<file path="src/rtl/pwr_req_pkg.sv">
package pwr_req_pkg;

  typedef enum logic [1:0] {
    RT_CL0 = 2'd0,
    RT_CL1 = 2'd1,
    RT_CFG = 2'd2
  } req_type_e;

  typedef enum logic [2:0] {
    RS_LVL0, RS_LVL1, RS_CMD, RS_RDATA, RS_STAT, RS_WAKE, RS_STBY, RS_NONE
  } rsel_e;

  localparam logic [3:0] FUNC_CLKCTL = 4'd6;

  // status bit index owned by a request type and outcome
  function automatic int unsigned stat_bit(req_type_e t, logic err);
    return 4 * int'(t) + (err ? 1 : 0);
  endfunction

  // computed configuration table entry: millivolts high, frequency code low
  function automatic logic [31:0] cfg_entry(logic [19:0] idx);
    logic [31:0] mv;
    logic [31:0] khz;
    mv  = 32'd800 + 32'd25 * 32'(idx);
    khz = 32'd10000 + 32'd2500 * 32'(idx);
    return {mv[11:0], khz[19:0]};
  endfunction

endpackage

</file>
<file path="src/rtl/pwr_req_decode.sv">
module pwr_req_decode
  import pwr_req_pkg::*;
#(
  parameter int AW = 8
) (
  input  logic          sel,
  input  logic          wr,
  input  logic [AW-1:0] addr,
  output rsel_e         rsel,
  output logic          wr_lvl0,
  output logic          wr_lvl1,
  output logic          wr_cmd,
  output logic          wr_wake,
  output logic          rd_stat
);

  always_comb begin
    case (addr)
      AW'('h00): rsel = RS_LVL0;
      AW'('h04): rsel = RS_LVL1;
      AW'('h08): rsel = RS_CMD;
      AW'('h0C): rsel = RS_RDATA;
      AW'('h10): rsel = RS_STAT;
      AW'('h14): rsel = RS_WAKE;
      AW'('h18): rsel = RS_STBY;
      default:   rsel = RS_NONE;
    endcase
  end

  assign wr_lvl0 = sel && wr && (rsel == RS_LVL0);
  assign wr_lvl1 = sel && wr && (rsel == RS_LVL1);
  assign wr_cmd  = sel && wr && (rsel == RS_CMD);
  assign wr_wake = sel && wr && (rsel == RS_WAKE);
  assign rd_stat = sel && !wr && (rsel == RS_STAT);

endmodule

</file>
<file path="src/rtl/pwr_req_cfgrom.sv">
module pwr_req_cfgrom
  import pwr_req_pkg::*;
#(
  parameter int CFG_BASE  = 'h304,
  parameter int CFG_DEPTH = 16
) (
  input  logic [31:0] cmd,
  output logic        hit,
  output logic [31:0] data
);

  localparam logic [19:0] LO = 20'(CFG_BASE);
  localparam logic [19:0] HI = 20'(CFG_BASE + CFG_DEPTH);

  logic [19:0] off;
  logic [19:0] idx;

  assign off  = cmd[19:0];
  assign idx  = off - LO;
  assign hit  = cmd[31] && (cmd[30:24] == 7'd0) && (cmd[23:20] == FUNC_CLKCTL)
                && (off >= LO) && (off < HI);
  assign data = cfg_entry(idx);

endmodule

</file>
<file path="src/rtl/pwr_req_engine.sv">
module pwr_req_engine
  import pwr_req_pkg::*;
#(
  parameter int LATENCY    = 4,
  parameter int NUM_LEVELS = 8,
  parameter int CFG_BASE   = 'h304,
  parameter int CFG_DEPTH  = 16,
  localparam int LW = $clog2(NUM_LEVELS),
  localparam int CW = $clog2(LATENCY + 1)
) (
  input  logic          clk,
  input  logic          rst_n,
  input  logic          wr_lvl0,
  input  logic          wr_lvl1,
  input  logic          wr_cmd,
  input  logic [31:0]   wdata,
  output logic          req_accept,
  output logic          busy,
  output logic          done_ev,
  output req_type_e     done_type,
  output logic          done_err,
  output logic [LW-1:0] lvl0,
  output logic [LW-1:0] lvl1,
  output logic [31:0]   cfg_rdata
);

  logic          req_any;
  req_type_e     req_type;
  logic [CW-1:0] cnt_q;
  logic [31:0]   arg_q;
  logic          rom_hit;
  logic [31:0]   rom_data;
  logic          lvl_bad;

  assign req_any  = wr_lvl0 || wr_lvl1 || (wr_cmd && wdata[31]);
  assign req_type = wr_lvl0 ? RT_CL0 : (wr_lvl1 ? RT_CL1 : RT_CFG);
  assign req_accept = req_any && !busy;

  pwr_req_cfgrom #(.CFG_BASE(CFG_BASE), .CFG_DEPTH(CFG_DEPTH)) rom_i (
    .cmd  (arg_q),
    .hit  (rom_hit),
    .data (rom_data)
  );

  assign lvl_bad  = (arg_q >= 32'(NUM_LEVELS));
  assign done_ev  = busy && (cnt_q == '0);
  assign done_err = (done_type == RT_CFG) ? !rom_hit : lvl_bad;

  always_ff @(posedge clk or negedge rst_n) begin
    if (!rst_n) begin
      busy      <= 1'b0;
      cnt_q     <= '0;
      arg_q     <= '0;
      done_type <= RT_CL0;
    end else if (req_accept) begin
      busy      <= 1'b1;
      cnt_q     <= CW'(LATENCY - 1);
      arg_q     <= wdata;
      done_type <= req_type;
    end else if (done_ev) begin
      busy      <= 1'b0;
    end else if (busy) begin
      cnt_q     <= cnt_q - 1'b1;
    end
  end

  always_ff @(posedge clk or negedge rst_n) begin
    if (!rst_n) begin
      lvl0      <= '0;
      lvl1      <= '0;
      cfg_rdata <= '0;
    end else if (done_ev && !done_err) begin
      case (done_type)
        RT_CL0:  lvl0      <= arg_q[LW-1:0];
        RT_CL1:  lvl1      <= arg_q[LW-1:0];
        default: cfg_rdata <= rom_data;
      endcase
    end
  end

endmodule

</file>
<file path="src/rtl/pwr_req_ctrl.sv">
module pwr_req_ctrl
  import pwr_req_pkg::*;
#(
  parameter int AW         = 8,
  parameter int LATENCY    = 4,
  parameter int NUM_LEVELS = 8,
  parameter int CFG_BASE   = 'h304,
  parameter int CFG_DEPTH  = 16,
  parameter int CL0_CPUS   = 3,
  parameter int CL1_CPUS   = 2,
  parameter int WAKE_W     = 12
) (
  input  logic                clk,
  input  logic                rst_n,
  input  logic                bus_sel,
  input  logic                bus_wr,
  input  logic [AW-1:0]       bus_addr,
  input  logic [31:0]         bus_wdata,
  output logic [31:0]         bus_rdata,
  input  logic [CL0_CPUS-1:0] cl0_standby,
  input  logic [CL1_CPUS-1:0] cl1_standby,
  output logic                irq_o
);

  localparam int LVL_W = $clog2(NUM_LEVELS);
  localparam int STW   = 12;

  rsel_e             rsel;
  logic              wr_lvl0, wr_lvl1, wr_cmd, wr_wake, rd_stat;
  logic              req_accept, busy, done_ev, done_err;
  req_type_e         done_type;
  logic [LVL_W-1:0]  lvl0, lvl1;
  logic [31:0]       cfg_rdata;
  logic [STW-1:0]    stat_q;
  logic [STW-1:0]    stat_set;
  logic [WAKE_W-1:0] wake_q;

  pwr_req_decode #(.AW(AW)) dec_i (
    .sel(bus_sel), .wr(bus_wr), .addr(bus_addr), .rsel(rsel),
    .wr_lvl0(wr_lvl0), .wr_lvl1(wr_lvl1), .wr_cmd(wr_cmd),
    .wr_wake(wr_wake), .rd_stat(rd_stat)
  );

  pwr_req_engine #(
    .LATENCY(LATENCY), .NUM_LEVELS(NUM_LEVELS),
    .CFG_BASE(CFG_BASE), .CFG_DEPTH(CFG_DEPTH)
  ) eng_i (
    .clk(clk), .rst_n(rst_n),
    .wr_lvl0(wr_lvl0), .wr_lvl1(wr_lvl1), .wr_cmd(wr_cmd), .wdata(bus_wdata),
    .req_accept(req_accept), .busy(busy), .done_ev(done_ev),
    .done_type(done_type), .done_err(done_err),
    .lvl0(lvl0), .lvl1(lvl1), .cfg_rdata(cfg_rdata)
  );

  always_comb begin
    stat_set = '0;
    if (done_ev) stat_set[stat_bit(done_type, done_err)] = 1'b1;
  end

  always_ff @(posedge clk or negedge rst_n) begin
    if (!rst_n) stat_q <= '0;
    else        stat_q <= (rd_stat ? '0 : stat_q) | stat_set;
  end

  always_ff @(posedge clk or negedge rst_n) begin
    if (!rst_n)       wake_q <= '0;
    else if (wr_wake) wake_q <= bus_wdata[WAKE_W-1:0];
  end

  assign irq_o = |stat_q;

  always_comb begin
    case (rsel)
      RS_LVL0:  bus_rdata = 32'(lvl0);
      RS_LVL1:  bus_rdata = 32'(lvl1);
      RS_RDATA: bus_rdata = cfg_rdata;
      RS_STAT:  bus_rdata = 32'(stat_q);
      RS_WAKE:  bus_rdata = 32'(wake_q);
      RS_STBY:  bus_rdata = 32'({cl1_standby, cl0_standby});
      default:  bus_rdata = '0;
    endcase
  end

endmodule

</file>
<file path="config.mk">
export PLATFORM = sky130hd
export DESIGN_NAME = pwr_req_ctrl
export DESIGN_NICKNAME = d
export VERILOG_FILES = /design/src/rtl/pwr_req_pkg.sv /design/src/rtl/pwr_req_decode.sv /design/src/rtl/pwr_req_cfgrom.sv /design/src/rtl/pwr_req_engine.sv /design/src/rtl/pwr_req_ctrl.sv
export SDC_FILE = /design/constraint.sdc
export NUM_CORES = 1
export LEC_CHECK = 0
export ABC_AREA = 1
export BUFFER_PORTS_ARGS = -buffer_cell sky130_fd_sc_hd__clkbuf_2
export CAP_MARGIN = 40
export CORE_ASPECT_RATIO = 0.5
export CORE_MARGIN = 1.5
export CORE_UTILIZATION = 45
export CTS_CLUSTER_SIZE = 14
export DETAILED_ROUTE_END_ITERATION = 10
export GPL_TIMING_DRIVEN = 1
export PLACE_DENSITY = 0.66
export SYNTH_ARGS = -nofsm -noshare
export SYNTH_HDL_FRONTEND = slang
export SYNTH_SLANG_ARGS = --single-unit
</file>
<file path="constraint.sdc">
create_clock -name clk -period 5.5 [get_ports clk]
set_input_delay 0.55 -clock clk [delete_from_list [all_inputs] [get_ports clk]]
set_output_delay 0.55 -clock clk [all_outputs]
set_load 0.005 [all_outputs]
</file>
* Word-level counts from Yosys, hierarchy flattened *
Index checks and enable logic that the tools add are counted.

cells by class
  add/subtract/negate cells = 5
  bitwise logic cells = 2
  magnitude comparators = 5
  multiply operators = 2
  mux-type cells = 15
  eq/ne operators = 16
  reduce and logical (&&, ||, !) cells = 35

operators with widths
  cell                    count
  $pmux 32 s6             1
  $ge 32x4->1 const B     1
  $eq 8x5->1 const B      3
  $mux 12                 2
  $pmux 3 s7              1
  $add 14x20->20 const A  1
  $ge 20x10->1 const B    1
  $lt 20x10->1 const B    1
  $mul 10x20->18 const A  1
  $mul 5x20->12 const A   1
  $sub 20x10->20 const B  1
  $eq 8x4->1 const B      2
  $logic_and 1x1->1       16
  $add 10x12->12 const A  1
  $or 12x12->12           1
  $reduce_or 12->1        1
  $eq 3x3->1 const B      3
  $mux 3                  3
  $eq 8x3->1 const B      1
  $logic_not 8->1         1
  $reduce_and 2->1        4
  $logic_not 7->1         1
  $eq 3x2->1 const B      2
  $logic_not 3->1         2
  18 further kinds        28

storage, ports and cells
  bits in registers = 100
  bits of input ports = 49

* Logic depth before layout (Yosys ltp) *
  depth in word-level cells = 15
  depth in mapped cells = 33
  mapped depth without buffers = 33

* By module *
A second synthesis with hierarchy kept.

unflattened totals
  cells, all modules = 1051
  area total of the unflattened synthesis = 7876.3 µm²

by module, submodules not included
  module          times used  sequential area each (µm²)  cells each  area an instance (µm²)
  pwr_req_cfgrom  1           0.0                         461         3211.8
  pwr_req_engine  1           1901.8                      372         3208.1
  pwr_req_ctrl    1           450.4                       190         1291.2
  pwr_req_decode  1           0.0                         28          165.2

* Least setup slack after synthesis *
Ideal clock, no wire load.

  path kind = register to register
  start point = reg eng_i.arg_q[2]
  end point = reg eng_i.cfg_rdata[18]
  period minus slack after synthesis = 5.360 ns
  library setup time = 0.077 ns
  data arrival time = 5.282 ns
  setup slack = 0.140 ns
  path buffers = 0
  stages on the path, launching flop included = 24
  cell sequence = dfrtp_1 inv_1 ha_1 nand2_1 xor2_1 inv_1 ha_1 ha_1 ha_1 fa_1 ha_1 inv_1 fa_1 inv_1 ha_1 a21oi_1 o211ai_2 xor2_2 nor2_1 nand2_2 nor2_2 nand2_1 xor2_1 o21ai_1

on the way
  longest elaborated chain between the ends = 8

RTL lines
  element                                                                 RTL line              text
  start: declaration                                                      pwr_req_engine.sv:30  logic [31:0] arg_q;
  start signal: assignment                                                pwr_req_engine.sv:58  arg_q <= wdata;
  parallel branches: the longest is 8 deep, another holds $sub 20x10->20  n/a
  end signal: assignment                                                  pwr_req_engine.sv:76  default: cfg_rdata <= rom_data;
  end: declaration                                                        pwr_req_engine.sv:24  output logic [31:0] cfg_rdata

Several ways; the timed one is not identified.
A chain may end at the register's enable or synchronous reset.

* Worst setup path in the final report *
  start point = reg eng_i.arg_q[3]
  end point = reg eng_i.cfg_rdata[19]

Same word-level chain as after synthesis.

==> results.yml <==
outcome:
  status: "finished clean"
sta:
  period_share: 0.9525
  fin_crit_ns: 5.239
  max_slew_margin: 0.4492
  setup_viol_count_final: 0
  slew_viol_final: 0
  fin_worst_skew_ns: 0.01179
  timing.fmax_ghz: 0.1909
  worst_pin_slew_ns: 0.8233
  hold_viol_final: 0
synth:
  syn_inst: 906
  synth_nets: 1056
  synth_ff_type: "dfrtp_1"
  syn_avg_cell_area_um2: 8.257
  yosysSeqAreaShare: 0.3011
  async_reset_ff_frac: 1.000
  ys_ff_latch: 90
  synth_top_area_frac: 0.3011
  synth_cell_types: 55
  yosysTopAreaCell: "dfrtp_1"
  synth.most_common_cell: "nand2_1"
  syn_area_um2: 7481
  synth_common_cells: "nand2_1 (213), inv_1 (158), dfrtp_1 (90)"
  synth-edff-count: 0
  yosys_warnings: 0
  synthTopCellsByArea: "dfrtp_1 (30%), ha_1 (12%), nand2_1 (11%)"
die:
  ios: 82
  die_area_um2: 17450
  die_h_um: 94.17
  start_util: 0.4587
  dieWidth_um: 185.3
  num_rows: 33
  core_um2: 16310
clock_network:
  cts_tree: "built"
  cts_sinks: 90
  clock_latency_ns: 0.35
  clockBufferDepth: 2
  root_buffer: "clkbuf_16"
  clk_pin_slew_ns: 0.08
  cts_made_buffers: 9
  htreeDepth: 3
  postCtsHoldBufs: 0
routing:
  drt-vias-per-instance: 4.933
  drt-total-wl_um: 17610
  ant_nets: 0
  remaining_drc_errors: 0
  wl_per_cell_um: 14.40
  dr.pass1.iters: 5
  drt_iter0_drc: 268
  vias: 6033
cells_and_area:
  stdcell_area_um2: 8439
  insertedDiodeCount: 0
  finalNetCount: 1141
  syn2layout_area_growth_pct: 12.81
  fillers: 1562
  post_route_cells_drive_above_1_share: 0.2038
critical_path:
  cp-start-kind: "flip-flop"
  cp.arrival_ns: 5.48
  end_kind: "flip-flop"
  cp_max_fo: 7
  crit_required_ns: 5.74
  criticalPathCategory: "reg -> reg"
run:
  maxCapViolations: 0
pwr:
  ir_drop_mv: 0.1413
  leakage_nw: 4.403
  totalPowerFinal_mw: 1.734
  cellPowerDensity_nw_per_um2: 205.4
grt:
  gr-total-overflow: 0
  grt_pass1_vias: 5947
  grt_start_max_net_pins: 50
  antenna_found_initial: 0
  grt_use_total: 0.2169
  grt_pass1_wl_um: 29150
place:
  portBuffers: 81
  postPlaceCellArea_um2: 8102
  gp_congestion: 0.9030
  dpl.hpwl_um: 14400
worst_hold_path:
  min_path_type: "in -> async"
==> layer usage <==
layer  vias to the layer above  wire length [um]  part of all wire  track usage
li1                       3031                 -                 -            -
met1                      2832              8651              0.49       0.3017
met2                       146              7867              0.45       0.3508
met3                        24               807             0.046      0.03760
met4                         0               280             0.016      0.05352
met5                         -                 0                 0            0
==> through the flow <==
stage	util	TNS (ns)	hold WS, ns	setup WS (ns)	cells
after global placement	0.4955	0	0.4564	0.2381	1206
after global routing	0.5175	-0.0005103	0.09183	-0.0005103	1223
after detailed placement	0.4967	0	0.4604	0.1046	1207
final	0.5175	0	0.06944	0.2611	1223
after floorplan	-	0	0.2544	0.1405	906
after CTS	0.5152	0	0.07480	0.09319	1223
==> final timing paths <==
check / start / endpoint / slack (ns) / cells past startpoint
worst max-delay path: eng_i.arg_q[3] / eng_i.cfg_rdata[19] / 0.26 / 24
worst min-delay path: rst_n / eng_i.lvl0[2] / 0.07 / 1
worst max register to register: eng_i.arg_q[3] / eng_i.cfg_rdata[19] / 0.26 / 24
worst min register to register: eng_i.arg_q[30] / eng_i.arg_q[30] / 0.47 / 2
max in group asynchronous: rst_n / eng_i.cfg_rdata[18] / 4.46 / 3
min in group clk: bus_wdata[26] / eng_i.arg_q[26] / 0.39 / 3
==> power breakdown <==
part | switching, mW | total, mW | internal, mW
sequential | 0.00764 | 0.680 | 0.672
clock | 0.312 | 0.637 | 0.325
combinational | 0.249 | 0.417 | 0.169
total | 0.568 | 1.73 | 1.17
==> timing repair <==
action                                  in CTS  in global routing
setup buffers                                0                  0
gates resized for setup                      0                 12
endpoints found under the setup margin       0                  7
==> critical path, cell delays in order, from the launching register on <==
cell     delay [ns]
dfrtp_2        0.46
inv_2          0.13
ha_2           0.27
nand3_2        0.12
nand2_2        0.12
xor2_1         0.20
inv_1          0.14
fa_1           0.47
ha_1           0.31
fa_1           0.49
ha_1           0.29
inv_1          0.05
fa_1           0.53
inv_1          0.04
ha_1           0.36
a21oi_1        0.15
o21a_1         0.15
nand3_1        0.14
a21o_1         0.20
a21oi_2        0.15
inv_1          0.07
nand3_2        0.07
nand3_1        0.07
nand3_1        0.08
nand2_1        0.05
==> sequential cells by signal (all words and copies together), names as in the netlist <==
| name | count |
|---|---|
| stat_q | 6 |
| wake_q | 12 |
| eng_i.done_type | 2 |
| eng_i.cfg_rdata | 28 |
| eng_i.arg_q | 32 |
| eng_i.lvl0 | 3 |
| eng_i.lvl1 | 3 |
| eng_i.busy | 1 |
| eng_i.cnt_q | 3 |
==> area by class of cell <==
| type | instances | area (um^2) | share of cell area |
|---|---|---|---|
| repair buffers | 87 | 465.4 | 0.05515 |
| inverters | 169 | 641.9 | 0.07606 |
| well taps | 227 | 284.0 | 0.03365 |
| clock buffers | 9 | 225.2 | 0.02669 |
| clock inverters | 7 | 76.32 | 0.009044 |
| multi-input cells | 634 | 4492 | 0.5322 |
| flip-flops and latches | 90 | 2255 | 0.2672 |
==> layout by cell type (no fill, tap or decap), types with 4 or more instances in the layout <==
| cell type | instances |
|---|---|
| nand3_1 | 42 |
| nor3_1 | 6 |
| nor2_1 | 56 |
| dfrtp_1 | 88 |
| a22o_1 | 4 |
| inv_1 | 156 |
| inv_2 | 11 |
| fa_1 | 30 |
| nand4_1 | 10 |
| o21ai_2 | 12 |
| xnor2_1 | 8 |
| buf_4 | 6 |
| o21ai_0 | 39 |
| nand2_2 | 11 |
| mux2_4 | 8 |
| nand3_2 | 8 |
| nand2_1 | 213 |
| nor2_4 | 6 |
| clkbuf_16 | 9 |
| nand2_4 | 5 |
| xor2_1 | 23 |
| a21oi_1 | 11 |
| ha_1 | 70 |
| nor2_2 | 9 |
| inv_8 | 4 |
| clkbuf_2 | 80 |
| o21ai_1 | 12 |
==> cells by family (layout without fill, tap and decap cells) <==
| family | after synthesis | after routing | synth area share |
|---|---|---|---|
| adders and majority gates | 101 | 101 | 0.1990 |
| and+or+nand+nor | 387 | 387 | 0.2490 |
| AOI/OAI and AO/OA | 98 | 98 | 0.08095 |
| DFF | 90 | 90 | 0.3011 |
| xor gates and xnor gates | 37 | 37 | 0.04633 |
| buffers and inverters | 182 | 272 | 0.1030 |
| muxes | 11 | 11 | 0.02057 |
(Power assumes the default switching activity.)
